### src/rtl/dbist_pkg.sv
package dbist_pkg;
  localparam int ADDR_CTRL     = 0;
  localparam int ADDR_STAT     = 1;
  localparam int CTRL_EN_BIT   = 0;
  localparam int CTRL_INIT_BIT = 2;
  localparam int STAT_PASS_BIT = 0;
  localparam int STAT_DONE_BIT = 1;
  localparam int STAT_BUSY_BIT = 2;
endpackage

### src/rtl/pn_word_gen.sv
module pn_word_gen #(
  parameter int          W    = 12,
  parameter logic [W-1:0] TAPS = 12'h829,
  parameter logic [W-1:0] SEED = 12'hACE
) (
  input  logic         clk,
  input  logic         rst_n,
  input  logic         load,
  input  logic         step,
  output logic [W-1:0] word
);
  logic [W-1:0] state_q;
  logic         fb;

  assign fb   = ^(state_q & TAPS);
  assign word = state_q;

  always_ff @(posedge clk) begin
    if (!rst_n)    state_q <= SEED;
    else if (load) state_q <= SEED;
    else if (step) state_q <= {state_q[W-2:0], fb};
  end

  // a nonzero LFSR state never collapses to zero
  assert_state_nonzero_R3: assert property (@(posedge clk) disable iff (!rst_n)
    state_q != '0);
  // every step moves to a different state
  assert_step_moves_R3: assert property (@(posedge clk) disable iff (!rst_n)
    (step && !load) |=> (state_q != $past(state_q)));
endmodule

### src/rtl/sig_crc.sv
module sig_crc #(
  parameter int              DATA_W = 12,
  parameter int              CRC_W  = 16,
  parameter logic [CRC_W-1:0] POLY  = 16'h1021,
  parameter logic [CRC_W-1:0] INIT  = 16'hFFFF
) (
  input  logic              clk,
  input  logic              rst_n,
  input  logic              clear,
  input  logic              upd,
  input  logic [DATA_W-1:0] din,
  output logic [CRC_W-1:0]  sig,
  output logic [CRC_W-1:0]  sig_next
);
  logic [CRC_W-1:0] sig_q;

  always_comb begin
    logic [CRC_W-1:0] c;
    logic             fb;
    c = sig_q;
    for (int i = DATA_W - 1; i >= 0; i--) begin
      fb = c[CRC_W-1] ^ din[i];
      c  = {c[CRC_W-2:0], 1'b0};
      if (fb) c = c ^ POLY;
    end
    sig_next = c;
  end

  assign sig = sig_q;

  always_ff @(posedge clk) begin
    if (!rst_n)     sig_q <= INIT;
    else if (clear) sig_q <= INIT;
    else if (upd)   sig_q <= sig_next;
  end
endmodule

### src/rtl/fmt_stage.sv
module fmt_stage #(
  parameter int W = 12
) (
  input  logic         clk,
  input  logic         rst_n,
  input  logic         in_valid,
  output logic         in_ready,
  input  logic [W-1:0] in_data,
  input  logic         in_tag,
  output logic         out_valid,
  input  logic         out_ready,
  output logic [W-1:0] out_data,
  output logic         out_tag
);
  logic         v_q;
  logic [W-1:0] d_q;
  logic         t_q;

  assign in_ready  = !v_q || out_ready;
  assign out_valid = v_q;
  assign out_data  = d_q;
  assign out_tag   = t_q;

  always_ff @(posedge clk) begin
    if (!rst_n) begin
      v_q <= 1'b0;
      d_q <= '0;
      t_q <= 1'b0;
    end else if (in_ready) begin
      v_q <= in_valid;
      if (in_valid) begin
        d_q <= in_data;
        t_q <= in_tag;
      end
    end
  end

  // a stalled output word is held unchanged
  assert_hold_stable_R2: assert property (@(posedge clk) disable iff (!rst_n)
    (out_valid && !out_ready) |=> (out_valid && $stable(out_data)));
endmodule

### src/rtl/dp_bist_ctrl.sv
module dp_bist_ctrl
  import dbist_pkg::*;
#(
  parameter int                 DATA_W     = 12,
  parameter int                 RUN_LEN    = 512,
  parameter int                 CRC_W      = 16,
  parameter logic [CRC_W-1:0]   CRC_POLY   = 16'h1021,
  parameter logic [DATA_W-1:0]  PN_TAPS    = 12'h829,
  parameter logic [DATA_W-1:0]  PN_SEED    = 12'hACE,
  parameter logic [CRC_W-1:0]   GOLDEN_SIG = 16'h0000,
  parameter int                 REG_W      = 8,
  parameter int                 ADDR_W     = 2
) (
  input  logic              clk,
  input  logic              rst_n,
  input  logic              reg_wr,
  input  logic [ADDR_W-1:0] reg_addr,
  input  logic [REG_W-1:0]  reg_wdata,
  output logic [REG_W-1:0]  reg_rdata,
  input  logic              smp_valid,
  output logic              smp_ready,
  input  logic [DATA_W-1:0] smp_data,
  output logic              out_valid,
  input  logic              out_ready,
  output logic [DATA_W-1:0] out_data,
  output logic              bist_busy,
  output logic              bist_pass
);
  localparam int                CNT_W    = $clog2(RUN_LEN + 1);
  localparam logic [CNT_W-1:0]  RUN_END  = CNT_W'(RUN_LEN);
  localparam logic [CNT_W-1:0]  LAST_IDX = CNT_W'(RUN_LEN - 1);

  logic             busy_q, done_q, pass_q, init_q;
  logic [CNT_W-1:0] inj_cnt, out_cnt;

  logic              ctrl_wr, start, reseed;
  logic              pn_valid, pn_fire;
  logic [DATA_W-1:0] pn_word;
  logic              st_in_valid, st_in_ready, st_in_tag, st_out_tag;
  logic [DATA_W-1:0] st_in_data;
  logic              test_out_fire, last_word;
  logic [CRC_W-1:0]  sig_now, sig_upd;
  logic              unused_bits;

  assign ctrl_wr = reg_wr && (reg_addr == ADDR_W'(ADDR_CTRL)) && !busy_q;
  assign start   = ctrl_wr && reg_wdata[CTRL_EN_BIT];
  assign reseed  = start && reg_wdata[CTRL_INIT_BIT];

  // source select: generator while testing, converter otherwise
  assign pn_valid    = busy_q && (inj_cnt != RUN_END);
  assign st_in_valid = busy_q ? pn_valid : smp_valid;
  assign st_in_data  = busy_q ? pn_word  : smp_data;
  assign st_in_tag   = busy_q;
  assign smp_ready   = !busy_q && st_in_ready;
  assign pn_fire     = pn_valid && st_in_ready;

  assign test_out_fire = out_valid && out_ready && st_out_tag;
  assign last_word     = test_out_fire && (out_cnt == LAST_IDX);

  pn_word_gen #(.W(DATA_W), .TAPS(PN_TAPS), .SEED(PN_SEED)) u_pn (
    .clk  (clk),
    .rst_n(rst_n),
    .load (reseed),
    .step (pn_fire),
    .word (pn_word)
  );

  fmt_stage #(.W(DATA_W)) u_fmt (
    .clk      (clk),
    .rst_n    (rst_n),
    .in_valid (st_in_valid),
    .in_ready (st_in_ready),
    .in_data  (st_in_data),
    .in_tag   (st_in_tag),
    .out_valid(out_valid),
    .out_ready(out_ready),
    .out_data (out_data),
    .out_tag  (st_out_tag)
  );

  sig_crc #(.DATA_W(DATA_W), .CRC_W(CRC_W), .POLY(CRC_POLY), .INIT('1)) u_crc (
    .clk     (clk),
    .rst_n   (rst_n),
    .clear   (start),
    .upd     (test_out_fire),
    .din     (out_data),
    .sig     (sig_now),
    .sig_next(sig_upd)
  );

  always_ff @(posedge clk) begin
    if (!rst_n) begin
      busy_q  <= 1'b0;
      done_q  <= 1'b0;
      pass_q  <= 1'b0;
      init_q  <= 1'b0;
      inj_cnt <= '0;
      out_cnt <= '0;
    end else begin
      if (ctrl_wr) init_q <= reg_wdata[CTRL_INIT_BIT];
      if (start) begin
        busy_q  <= 1'b1;
        done_q  <= 1'b0;
        pass_q  <= 1'b0;
        inj_cnt <= '0;
        out_cnt <= '0;
      end else begin
        if (pn_fire)       inj_cnt <= inj_cnt + 1'b1;
        if (test_out_fire) out_cnt <= out_cnt + 1'b1;
        if (last_word) begin
          busy_q <= 1'b0;
          done_q <= 1'b1;
          pass_q <= (sig_upd == GOLDEN_SIG);
        end
      end
    end
  end

  always_comb begin
    reg_rdata = '0;
    if (reg_addr == ADDR_W'(ADDR_CTRL)) begin
      reg_rdata[CTRL_EN_BIT]   = busy_q;
      reg_rdata[CTRL_INIT_BIT] = init_q;
    end else if (reg_addr == ADDR_W'(ADDR_STAT)) begin
      reg_rdata[STAT_PASS_BIT] = pass_q;
      reg_rdata[STAT_DONE_BIT] = done_q;
      reg_rdata[STAT_BUSY_BIT] = busy_q;
    end
  end

  assign bist_busy   = busy_q;
  assign bist_pass   = pass_q;
  assign unused_bits = ^{reg_wdata, sig_now};

  // converter samples are held off for the whole test
  assert_no_sample_accept_R3: assert property (@(posedge clk) disable iff (!rst_n)
    busy_q |-> !smp_ready);
  // a new test begins with pass and done cleared
  assert_start_clears_R7: assert property (@(posedge clk) disable iff (!rst_n)
    $rose(busy_q) |-> (!pass_q && !done_q));
  // test words only appear at the output while a test runs
  assert_tag_in_test_R4: assert property (@(posedge clk) disable iff (!rst_n)
    (out_valid && st_out_tag) |-> busy_q);
  // control writes during a test leave the stored reseed bit alone
  assert_ctrl_ignored_R8: assert property (@(posedge clk) disable iff (!rst_n)
    (busy_q && reg_wr && reg_addr == ADDR_W'(ADDR_CTRL)) |=> $stable(init_q));
endmodule

### config.mk
export PLATFORM = sky130hd
export DESIGN_NAME = dp_bist_ctrl
export DESIGN_NICKNAME = d
export VERILOG_FILES = /design/src/rtl/dbist_pkg.sv /design/src/rtl/pn_word_gen.sv /design/src/rtl/sig_crc.sv /design/src/rtl/fmt_stage.sv /design/src/rtl/dp_bist_ctrl.sv
export SDC_FILE = /design/constraint.sdc
export NUM_CORES = 1
export LEC_CHECK = 0
export CORE_MARGIN = 2
export CORE_UTILIZATION = 53
export DETAILED_ROUTE_END_ITERATION = 8
export PLACE_DENSITY = 0.76
export SLEW_MARGIN = 15
export SYNTH_ARGS = -nofsm -noshare
export SYNTH_HDL_FRONTEND = slang
export SYNTH_SLANG_ARGS = --single-unit
### constraint.sdc
create_clock -name clk -period 2.05 [get_ports clk]
set_input_delay 0.5125 -clock clk [delete_from_list [all_inputs] [get_ports clk]]
set_output_delay 0.5125 -clock clk [all_outputs]
set_load 0.005 [all_outputs]
# Yosys cells after proc, flatten, opt, wreduce, memory -nomap -nowiden
# Index checks and enable logic that the tools add are counted.
# word_totals
register_bits	66
in_bits	27
out_inout_bits	24
wordCells	81
# classes
addsub	2
eq_ne	3
muxes	20
bitwise_logic	25
n_reduce_logical	20
# ops
op	n
$mux W13	12
$not A3 Y3	12
$add A10 B1 Y10 const B	2
$logic_not A16 Y1	1
$mux W12	1
$reduce_xor A12 Y1	1
$xor A1 B1 Y1	12
$eq A10 B9 Y1 const B	1
$logic_and A1 B1 Y1	10
$ne A10 B10 Y1 const B	1
$mux W1	6
$reduce_or A2 Y1	2
$mux W3	1
$eq A2 B1 Y1 const B	1
$logic_not A1 Y1	2
$logic_not A2 Y1	1
$reduce_and A2 Y1	1
$reduce_bool A2 Y1	1
$logic_or A1 B1 Y1	1
$not A1 Y1	1

# Depth between registers and ports, before layout
# Gate-level depths: netlist of the first run.
# logic_depth
word_depth	25
mapped_depth	7
depth_no_buf	7

# Hierarchy
# From an unflattened synthesis of the first run, not the netlist that was laid out.
# hier_totals
hier_cells	362
area_unflattened_um2	3488.3
# modules_own_cells
module	n_inst	cells_each	area_each_um2	seq_area_each_um2
dp_bist_ctrl	1	158	1395.1	480.5
sig_crc	1	99	1043.5	320.3
fmt_stage	1	62	586.8	280.3
pn_word_gen	1	43	462.9	240.2

# Worst setup path before layout of the first run
# No wires, ideal clock.
# synth_path
kind	register -> register
from	register u_fmt.d_q[11] (netlist: u_fmt.out_data[11])
to	register pass_q (netlist: bist_pass)
setup_ns	0.118
arrival_ns	1.729
required_time_ns	1.932
setup_slack_ns	0.202
path_stages_with_launch	7
path_buffers	0
synth_period_minus_slack_ns	1.848
path_cell_list	dfxtp_1 xnor2_2 xnor3_2 and2_1 a221oi_2 a31o_1 o21ai_1
# synth_between
elab_chain_len	15
word_cells_on_any_way	21
cone_classes	12 x mux; 8 x bitwise; 1 x reduce/logical
# synth_rtl
element	line	source
start: declaration	fmt_stage.sv:16	logic [W-1:0] d_q;
start signal: assignment	fmt_stage.sv:32	d_q <= in_data;
$xor A1 B1 Y1 (*)	sig_crc.sv:22	fb = c[CRC_W-1] ^ din[i];
$mux W13 (*)	sig_crc.sv:24	if (fb) c = c ^ POLY;
$mux W13 (3 in series)	sig_crc.sv:24	
$mux W13 (*)	sig_crc.sv:24	
$not A3 Y3 (no line)	n/a	
$mux W13 (7 in series)	sig_crc.sv:24	
$logic_not A16 Y1 (*)	dp_bist_ctrl.sv:113	pass_q <= (sig_upd == GOLDEN_SIG);
end signal: assignment	dp_bist_ctrl.sv:113	
end: declaration	dp_bist_ctrl.sv:33	logic busy_q, done_q, pass_q, init_q;
# Mark *: on every way between the ends. The rest lies on a longest branch, timed or not.
# A chain may end at the register's enable or synchronous reset.

# Final worst setup path of the first run
# layout_path
from	register u_fmt.d_q[8] (netlist: u_fmt.out_data[8])
to	output out_data[8]
# layout_rtl
element	line	source
end: declaration	dp_bist_ctrl.sv:25	output logic [DATA_W-1:0] out_data,
# No word-level cell between the ends.

==> results of run 1 <==
timing repair:
| action | in CTS | in global routing |
|---|---|---|
| pin swaps | 1 | 0 |
| endpoints found under the setup margin | 4 | 3 |
| resized for setup | 4 | 4 |
| setup buffers | 1 | 0 |
| endpoints found under the hold margin | 0 | 0 |
cell usage after synthesis, types with 4 or more instances:
library cell	n	area share, %
or3_1	4	0.77
and3_1	5	0.97
a211oi_1	12	2.8
dfxtp_1	66	41
nand2_1	38	4.4
a21oi_1	7	1.1
buf_4	5	1.2
inv_1	5	0.58
nor3_1	5	0.77
nand4_1	7	1.4
mux2i_1	26	8.1
o211ai_1	15	3.5
xor2_1	21	5.7
nand3_1	12	1.9
xnor2_1	25	6.8
clkbuf_1	9	1.0
nor2_1	45	5.2
routing by layer:
metal / vias up / part of all wire [%]
met4: 0 / 1.5
met2: 51 / 48
met1: 1207 / 48
li1: 1332 / -
met3: 9 / 2.9
met5: - / 0
critical path, delay by kind of cell, from the launching register on:
kind / cells / cell delay [ns]
buf+inv: 2 / 0.67
flops: 1 / 0.47
sequential cells by signal, indices dropped and copies added, names as in the netlist:
| name | cells |
|---|---|
| inj_cnt | 10 |
| bist_busy | 1 |
| u_fmt.out_tag | 1 |
| done_q | 1 |
| init_q | 1 |
| u_pn.word | 12 |
| u_fmt.out_data | 12 |
| bist_pass | 1 |
| u_fmt.out_valid | 1 |
| out_cnt | 10 |
| u_crc.sig | 16 |
through the flow:
step | instance area [um2] | TNS [ns]
3_5_place_dp | 3880 | -4.68
2_1_floorplan | 3250 | 0
5_1_grt | 4120 | 0
4_1_cts | 4110 | 0
6_report | 4120 | 0
3_3_place_gp | 3880 | -4.10
cells by family (layout without fill, tap and decap cells):
kind of cell	count (synthesis)	count (layout)
other	1	5
buffers and inverters	24	91
adders and majority gates	3	3
muxes	26	26
and+or+nand+nor	130	130
xor gates and xnor gates	54	54
DFF	66	66
AOI/OAI and AO/OA	45	45
worst max-delay path by stage:
stage                              end  slack [ns]  depth (start not counted)               start
after floorplan              bist_pass        0.20                          6  u_fmt.out_data[11]
after global placement    reg_rdata[2]       -0.23                          4         reg_addr[0]
after detailed placement  reg_rdata[2]       -0.24                          4         reg_addr[0]
after CTS                 reg_rdata[0]        0.01                          4         reg_addr[0]
after global routing       out_data[8]        0.02                          2   u_fmt.out_data[8]
final                      out_data[8]        0.07                          2   u_fmt.out_data[8]
area by class of cell:
cell class / count / share of cell area [%]
Sequential cell: 66 / 32.2
Tap cell: 75 / 2.28
Clock buffer: 11 / 3.43
Timing Repair Buffer: 69 / 15.4
Inverter: 6 / 0.547
Clock inverter: 5 / 1.88
Multi-Input combinational cell: 263 / 44.3
power breakdown:
part	switching [W]	internal [W]	leakage [nW]
logic	0.000269	0.000308	0.965
registers	0.0000414	0.00131	0.537
clock network	0.000504	0.000714	0.109
total	0.000815	0.00234	1.61
placed cells by master (no fill, tap or decap), types with 2 or more instances in the layout:
cell type,Yosys,layout
dfxtp_1,66,65
nor2_1,45,45
nand2_1,38,38
clkdlybuf4s50_1,0,36
buf_4,5,28
mux2i_1,26,26
xnor2_1,25,25
xor2_1,21,21
o211ai_1,15,15
nand3_1,12,12
a211oi_1,12,12
clkbuf_8,0,10
a21oi_1,7,7
nand4_1,7,7
inv_1,5,5
nor3_1,5,5
and3_1,5,5
conb_1,1,5
or3_1,4,4
nor2_2,3,3
ha_1,3,3
and4_1,2,2
xor2_2,2,2
xnor3_2,2,2
xnor2_4,1,2
xnor2_2,3,2
o21ai_0,2,2
clkinv_2,0,2
bufinv_16,0,2
dlygate4sd2_1,0,2
buf_12,0,2
==> PnR_summary.wiki, run 1 <==
{| class="wikitable"
! Metric !! Value
|-
| Compound-Gate Fraction of Synth Area || between 10% and 20%
|-
| Data required time at the worst endpoint || 1.54 ns
|-
| Final Max Slew Viols || 0
|-
| Full die area || ~6700 um2
|-
| Total track usage || 23.5%
|-
| Share of the synthesized netlist area taken by xor and xnor gates || about 17%
|-
| Via count of the first global-routing pass || 2451
|-
| Number of setup violations in the final report || 0
|-
| P&R area growth vs syn || 27.4%
|-
| Cell row count || 28
|-
| Clk_skew || 0.00916 ns
|-
| Pre-Repair DR Iteration Count || 4
|-
| Flop and latch count out of synthesis || 66
|-
| Routed via count || 2599
|-
| DP HPWL || ~5500 um
|-
| Result of the run || finished clean
|-
| Combinational family with the most area after synthesis || simple AND/OR/NAND/NOR gates
|-
| Yosys warning total || 0
|-
| Busiest metal layer after global routing || met2
|-
| Met2 capacity usage during global routing || 38.6%
|-
| Critical path arrival || 1.47 ns
|-
| Average wire length per cell after detail routing || about 15 um
|-
| Final hold slack || 0.502 ns
|-
| Final cell count without fillers || between 400 and 500
|-
| Iter 0 DRT Violations || roughly 130
|-
| Worst Hold Depth || 2
|-
| Minimum clock period after layout || a little under 2 ns
|-
| Chip Width || 82.1 um
|-
| PortBufs || 39
|-
| Number of nets in the finished design || 445
|-
| Root buf cell || clkbuf_8
|-
| Fraction of met1 tracks used by global routing || around 30%
|-
| Clock transition at the registers of the reported paths || roughly 0.080 ns
|-
| Combined area of the multi-input logic cells || between 1500 and 2000 um2
|-
| Drt drc || 0
|-
| Detail Route Antenna Nets || 0
|-
| Post-synthesis instance total || 349
|-
| Share of flip-flops with an asynchronous set or reset after synthesis || 0%
|-
| Hold Startpoint || u_crc.sig[11]
|-
| Insertion delay of the later-clocked pin in the worst-skew pair || between 0.3 and 0.4 ns
|-
| Portion of the clock cycle consumed by the worst path in the final layout || 96.7%
|-
| Worst relative slew slack || a little over half
|-
| Syn Std Cell Area || roughly 3200 um2
|-
| Power per cell area || ~770 nW/um2
|-
| Register-to-Register Setup Slack || 0.15 ns
|-
| Antenna violations before repair || 0
|-
| Worst-case vdd ir drop || slightly above 0.0006 V
|-
| Hold EP || u_crc.sig[11]
|-
| CTS HTree Levels || 3
|-
| Final hold violation count || 0
|-
| Path category of the worst min-delay check || reg2reg
|-
| Critical path endpoint category || primary output
|-
| Final core utilization || 69.5%
|-
| Classification of the worst setup path || reg2out
|-
| Clock tree from TritonCTS || done
|-
| Initial Util || 54.6%
|-
| Instance count after placement with tap cells included || 478
|-
| Cell count of the worst reg-to-reg path || 6
|-
| ANT cells || 0
|-
| P_leak || ~1.6 nW
|-
| Synth Area per Inst || 9.26 um2
|-
| Wire length of the first global-routing pass || between 10000 and 15000 um
|-
| Slowest stage delay, CP || approximately 0.49 ns
|-
| Maximum fanout encountered on the critical timing path || 2
|-
| Total clock buffers created by CTS || 9
|-
| Fraction of met3 tracks used by global routing || 3.96%
|-
| Adder and majority cell fraction of the synthesized area || 1.16%
|-
| Slew at the pin closest to its max-slew limit || 0.685 ns
|-
| Sequential share of the synthesized area || 40.9%
|-
| Sort of element at the start of the critical path || register
|-
| Cts-stage hold buffer count || 0
|-
| Ratio of cells with drive above 1 in the final layout || around 15%
|-
| Count of boundary I/O pins || 51
|-
| WL final || 7190 um
|-
| Sequential cell area || 1330 um2
|-
| Die boundary height || approximately 82 um
|-
| Power after layout || 0.00315 W
|-
| Residual overflow from global routing || 0
|-
| Filler Cells Inserted || 481
|-
| Post-synthesis simple-gate area fraction || 18.8%
|-
| Number of synthesized flops with an enable pin || 0
|-
| Maximum frequency from static timing analysis || 504 MHz
|-
| Dominant register cell in the synthesized netlist || dfxtp_1
|-
| Total of max-cap violations || 0
|-
| Area inside the core boundary || 5920 um2
|-
| Number of buffers on the longest clock path || 2
|-
| GPL Wtd Cong || between 0.8 and 0.9
|-
| Worst Setup Slack, final || 0.0669 ns
|-
| Post-Place Setup Slack || -0.243 ns
|-
| CTS sink count || 66
|-
| Highest-delay cell along the critical path || clkdlybuf4s50_1
|-
| Largest net degree at the start of global routing || 26
|-
| Avg Vias per Cell || about 5.3
|-
| Number of different library cells in the post-synthesis netlist || 47
|-
| Reg2Reg Capture Point || bist_pass
|-
| Share of cell area taken by muxes after synthesis || 8.06%
|-
| Critical path cell sequence || buf_4 -> clkdlybuf4s50_1
|-
| RSZ-0062 raised after global routing || false
|-
| Origin of the critical flop-to-flop path || u_fmt.out_data[11]
|}
(Power assumes the default switching activity.)
==> run 2, diff against run 1 <==
--- a/config.mk
+++ b/config.mk
@@ -5,6 +5,7 @@
 export SDC_FILE = /design/constraint.sdc
 export NUM_CORES = 1
 export LEC_CHECK = 0
+export ABC_CLOCK_PERIOD_IN_PS = 2050
 export CORE_MARGIN = 2
 export CORE_UTILIZATION = 53
 export DETAILED_ROUTE_END_ITERATION = 8
==> results of run 2 <==
No change in the layout: final DEF, timing and power equal those of run 1.
==> run 3, diff against run 2 <==
--- a/config.mk
+++ b/config.mk
@@ -6,10 +6,14 @@
 export NUM_CORES = 1
 export LEC_CHECK = 0
 export ABC_CLOCK_PERIOD_IN_PS = 2050
+export CELL_PAD_IN_SITES_DETAIL_PLACEMENT = 0
+export CELL_PAD_IN_SITES_GLOBAL_PLACEMENT = 1
+export CORE_ASPECT_RATIO = 1.2
 export CORE_MARGIN = 2
-export CORE_UTILIZATION = 53
+export CORE_UTILIZATION = 42
+export CTS_BUF_LIST = sky130_fd_sc_hd__clkbuf_2
 export DETAILED_ROUTE_END_ITERATION = 8
-export PLACE_DENSITY = 0.76
+export PLACE_DENSITY = 0.78
 export SLEW_MARGIN = 15
 export SYNTH_ARGS = -nofsm -noshare
 export SYNTH_HDL_FRONTEND = slang
==> run 3 against run 2 <==
Against the previous run:
- register-to-register slack better by 0.05 ns
- fmax rose by 0.87%
- cell count is 2.8% higher
- non-clock buffer count down 3
- wire length is 5.2% lower
- sequential share of layout area up 0.90 points
- sequential cell count stayed put
- die area rose by 25%
- largest cell class unchanged
- clock skew increased by 0.014 ns
- critical path depth is the same
==> PnR_summary.wiki, run 3 (synthesized netlist as in run 1, its figures left out) <==
{| class="wikitable"
! Metric !! Value
|-
| Result of the run || finished clean
|-
| Minimum clock period after layout || 1.97 ns (-0.0170 ns)
|-
| Maximum frequency from static timing analysis || 509 MHz (+0.87%)
|-
| Fraction of power consumed by sequential logic || 48.4% (+5.4 points)
|-
| CTS HTree Levels || 3 (unchanged)
|-
| Area inside the core boundary || 7580 um2 (+28%)
|-
| Final cell count without fillers || 509 (+2.8%)
|-
| Critical path arrival || 1.45 ns (-0.02 ns)
|-
| Maximum fanout encountered on the critical timing path || 2 (unchanged)
|-
| Initial Util || 42.6% (-12 points)
|-
| Path category of the worst min-delay check || reg2reg
|-
| Wire length of the first global-routing pass || 11300 um (-2.9%)
|-
| Switching Share || 27.7% (+1.9 points)
|-
| Critical path cell sequence || buf_4 -> clkdlybuf4s50_1
|-
| Ratio of cells with drive above 1 in the final layout || 17.3% (+2.3 points)
|-
| Data required time at the worst endpoint || 1.54 ns (about the same)
|-
| Slowest stage delay, CP || 0.49 ns (about the same)
|-
| Combinational fraction of design power || 20.5% (+2.2 points)
|-
| DP HPWL || 5100 um (-7.3%)
|-
| Antenna violations before repair || 0 (unchanged)
|-
| Clock tree from TritonCTS || done
|-
| Pre-Repair DR Iteration Count || 4 (unchanged)
|-
| Chip Width || 84.1 um (+2.4%)
|-
| Worst relative slew slack || 57.1% (+3.0 points)
|-
| Most common cell after layout, fill and taps aside || dfxtp_1
|-
| P_leak || 1.60 nW (-0.53%)
|-
| Highest-delay cell along the critical path || clkdlybuf4s50_1
|-
| PortBufs || 39 (unchanged)
|-
| Classification of the worst setup path || reg2out
|-
| WL final || 6810 um (-5.2%)
|-
| Worst Setup Slack, final || 0.0839 ns (+0.0170 ns)
|-
| Final core utilization || 53.5% (-16 points)
|-
| Number of setup violations in the final report || 0 (unchanged)
|-
| Switching power total || 0.000777 W (-4.6%)
|-
| Slew at the pin closest to its max-slew limit || 0.640 ns (-0.0451 ns)
|-
| ANT cells || 0 (unchanged)
|-
| Sequential cell area || 1340 um2 (+1.2%)
|-
| GPL Wtd Cong || 0.806 (-2.9%)
|-
| Avg Vias per Cell || 4.99 (-5.0%)
|-
| Total of max-cap violations || 0 (unchanged)
|-
| RSZ-0062 raised after global routing || false
|-
| Residual overflow from global routing || 0 (unchanged)
|-
| Filler Cells Inserted || 741 (+54%)
|-
| Commonest cells after routing, fill and taps aside || 54 x dfxtp_1, 44 x nor2_1, 38 x nand2_1
|-
| Cts-stage hold buffer count || 0 (unchanged)
|-
| Post-place instance area || 3890 um2 (+0.29%)
|-
| Total track usage || 16.9% (-6.6 points)
|-
| Root buf cell || clkbuf_2
|-
| Sort of element at the start of the critical path || register
|-
| Average wire length per cell after detail routing || 13.4 um (-7.8%)
|-
| Largest net degree at the start of global routing || 26 (unchanged)
|-
| Final hold violation count || 0 (unchanged)
|-
| Die boundary height || 100 um (+22%)
|-
| Via count of the first global-routing pass || 2389 (-2.5%)
|-
| Full die area || 8410 um2 (+25%)
|-
| Worst-case vdd ir drop || 0.000392 V (-37%)
|-
| Critical path endpoint category || primary output
|-
| Portion of the clock cycle consumed by the worst path in the final layout || 95.9% (-0.83 points)
|-
| Power per cell area || 692 nW/um2 (-9.6%)
|-
| Cell row count || 35 (+25%)
|-
| Internal power || 0.00203 W (-13%)
|-
| Count of boundary I/O pins || 51 (unchanged)
|-
| Detail Route Antenna Nets || 0 (unchanged)
|-
| Instance count after placement with tap cells included || 492 (+2.9%)
|-
| Flip-flop count of the largest register, all copies and words added || 16 (unchanged)
|-
| Non-Filler Cell Area, Final || 4050 um2 (-1.5%)
|-
| Drt drc || 0 (unchanged)
|-
| Number of buffers on the longest clock path || 2 (unchanged)
|-
| Post-Place Setup Slack || -0.288 ns (-0.0444 ns)
|-
| Clk_skew || 0.0228 ns (+0.0136 ns)
|-
| Routed via count || 2538 (-2.3%)
|-
| Total clock buffers created by CTS || 9 (unchanged)
|-
| Insertion delay of the later-clocked pin in the worst-skew pair || 0.49 ns (+0.15 ns)
|-
| Number of nets in the finished design || 442 (-0.67%)
|-
| Clock network power share || 31.1% (-7.6 points)
|-
| Iter 0 DRT Violations || 94 (-25%)
|-
| CTS sink count || 66 (unchanged)
|-
| Final Max Slew Viols || 0 (unchanged)
|-
| Clock transition at the registers of the reported paths || 0.18 ns (+0.10 ns)
|-
| Setup TNS after final layout || 0 ns (unchanged)
|-
| Combined area of the multi-input logic cells || 1820 um2 (-0.34%)
|-
| P&R area growth vs syn || 25.5%
|}
## run 3: cell types whose count changed in the layout (fill, tap and decap cells not counted), sizes merged
cell	change
buf	-3
clkdlybuf4s50	-3
dlygate4sd2	+3
dlymetal6s2s	+1
clkinv	+1
clkbuf	-2
## run 3: layout make-up
class | instances | area share (%)
multi-input combinational | 263 | 44.8
sequential | 66 | 33.1
timing repair buffer | 66 | 15.5
tap | 92 | 2.84
clock inverter | 6 | 2.01
clock buffer | 10 | 1.23
inverter | 6 | 0.556
## run 3: worst max-delay path, delay by kind of cell, from the launching register on
kind	cells	cell delay (ns)
DFF	1	0.38
buffers and inverters	2	0.61
## run 3: repair_timing
item | 4_1_cts | 5_1_grt
gates resized for setup | 12 | 10
setup buffers | 1 | 0
pin swaps | 1 | 0
setup endpoints to repair | 6 | 10
## run 3: through the flow
step	power (W)	hold WS, ns
final	0.00280	0.488
after global routing	0.00295	0.521
after CTS	0.00283	0.497
after detailed placement	0.00196	0.475
after global placement	0.00195	0.466
after floorplan	0.00174	0.441
## run 3: power by group through the flow
stage | Clock, W | Combinational [W] | Sequential [W]
after floorplan | 0 | 0.000362 | 0.00138
after CTS | 0.000899 | 0.000577 | 0.00136
after detailed placement | 0 | 0.000575 | 0.00138
final | 0.000872 | 0.000574 | 0.00136
after global routing | 0.000957 | 0.000624 | 0.00136
after global placement | 0 | 0.000569 | 0.00138
## run 3: routing by layer
layer	GRT usage, %	share of wire, %	wire, um	vias up
li1	-	-	-	1323
met1	21.9	48	3280	1175
met2	27.5	48	3260	30
met3	3.87	2.4	163	10
met4	6.70	1.5	100	0
met5	0	0	0	-
## run 3: path summary, 6_finish.rpt
check                                        from           to  slack [ns]  cells after the start
worst min-delay path                       done_q       done_q        0.49                      1
worst max-delay path            u_fmt.out_data[5]  out_data[5]        0.08                      2
worst min register to register             done_q       done_q        0.49                      1
worst max register to register  u_fmt.out_data[7]    bist_pass        0.20                      6
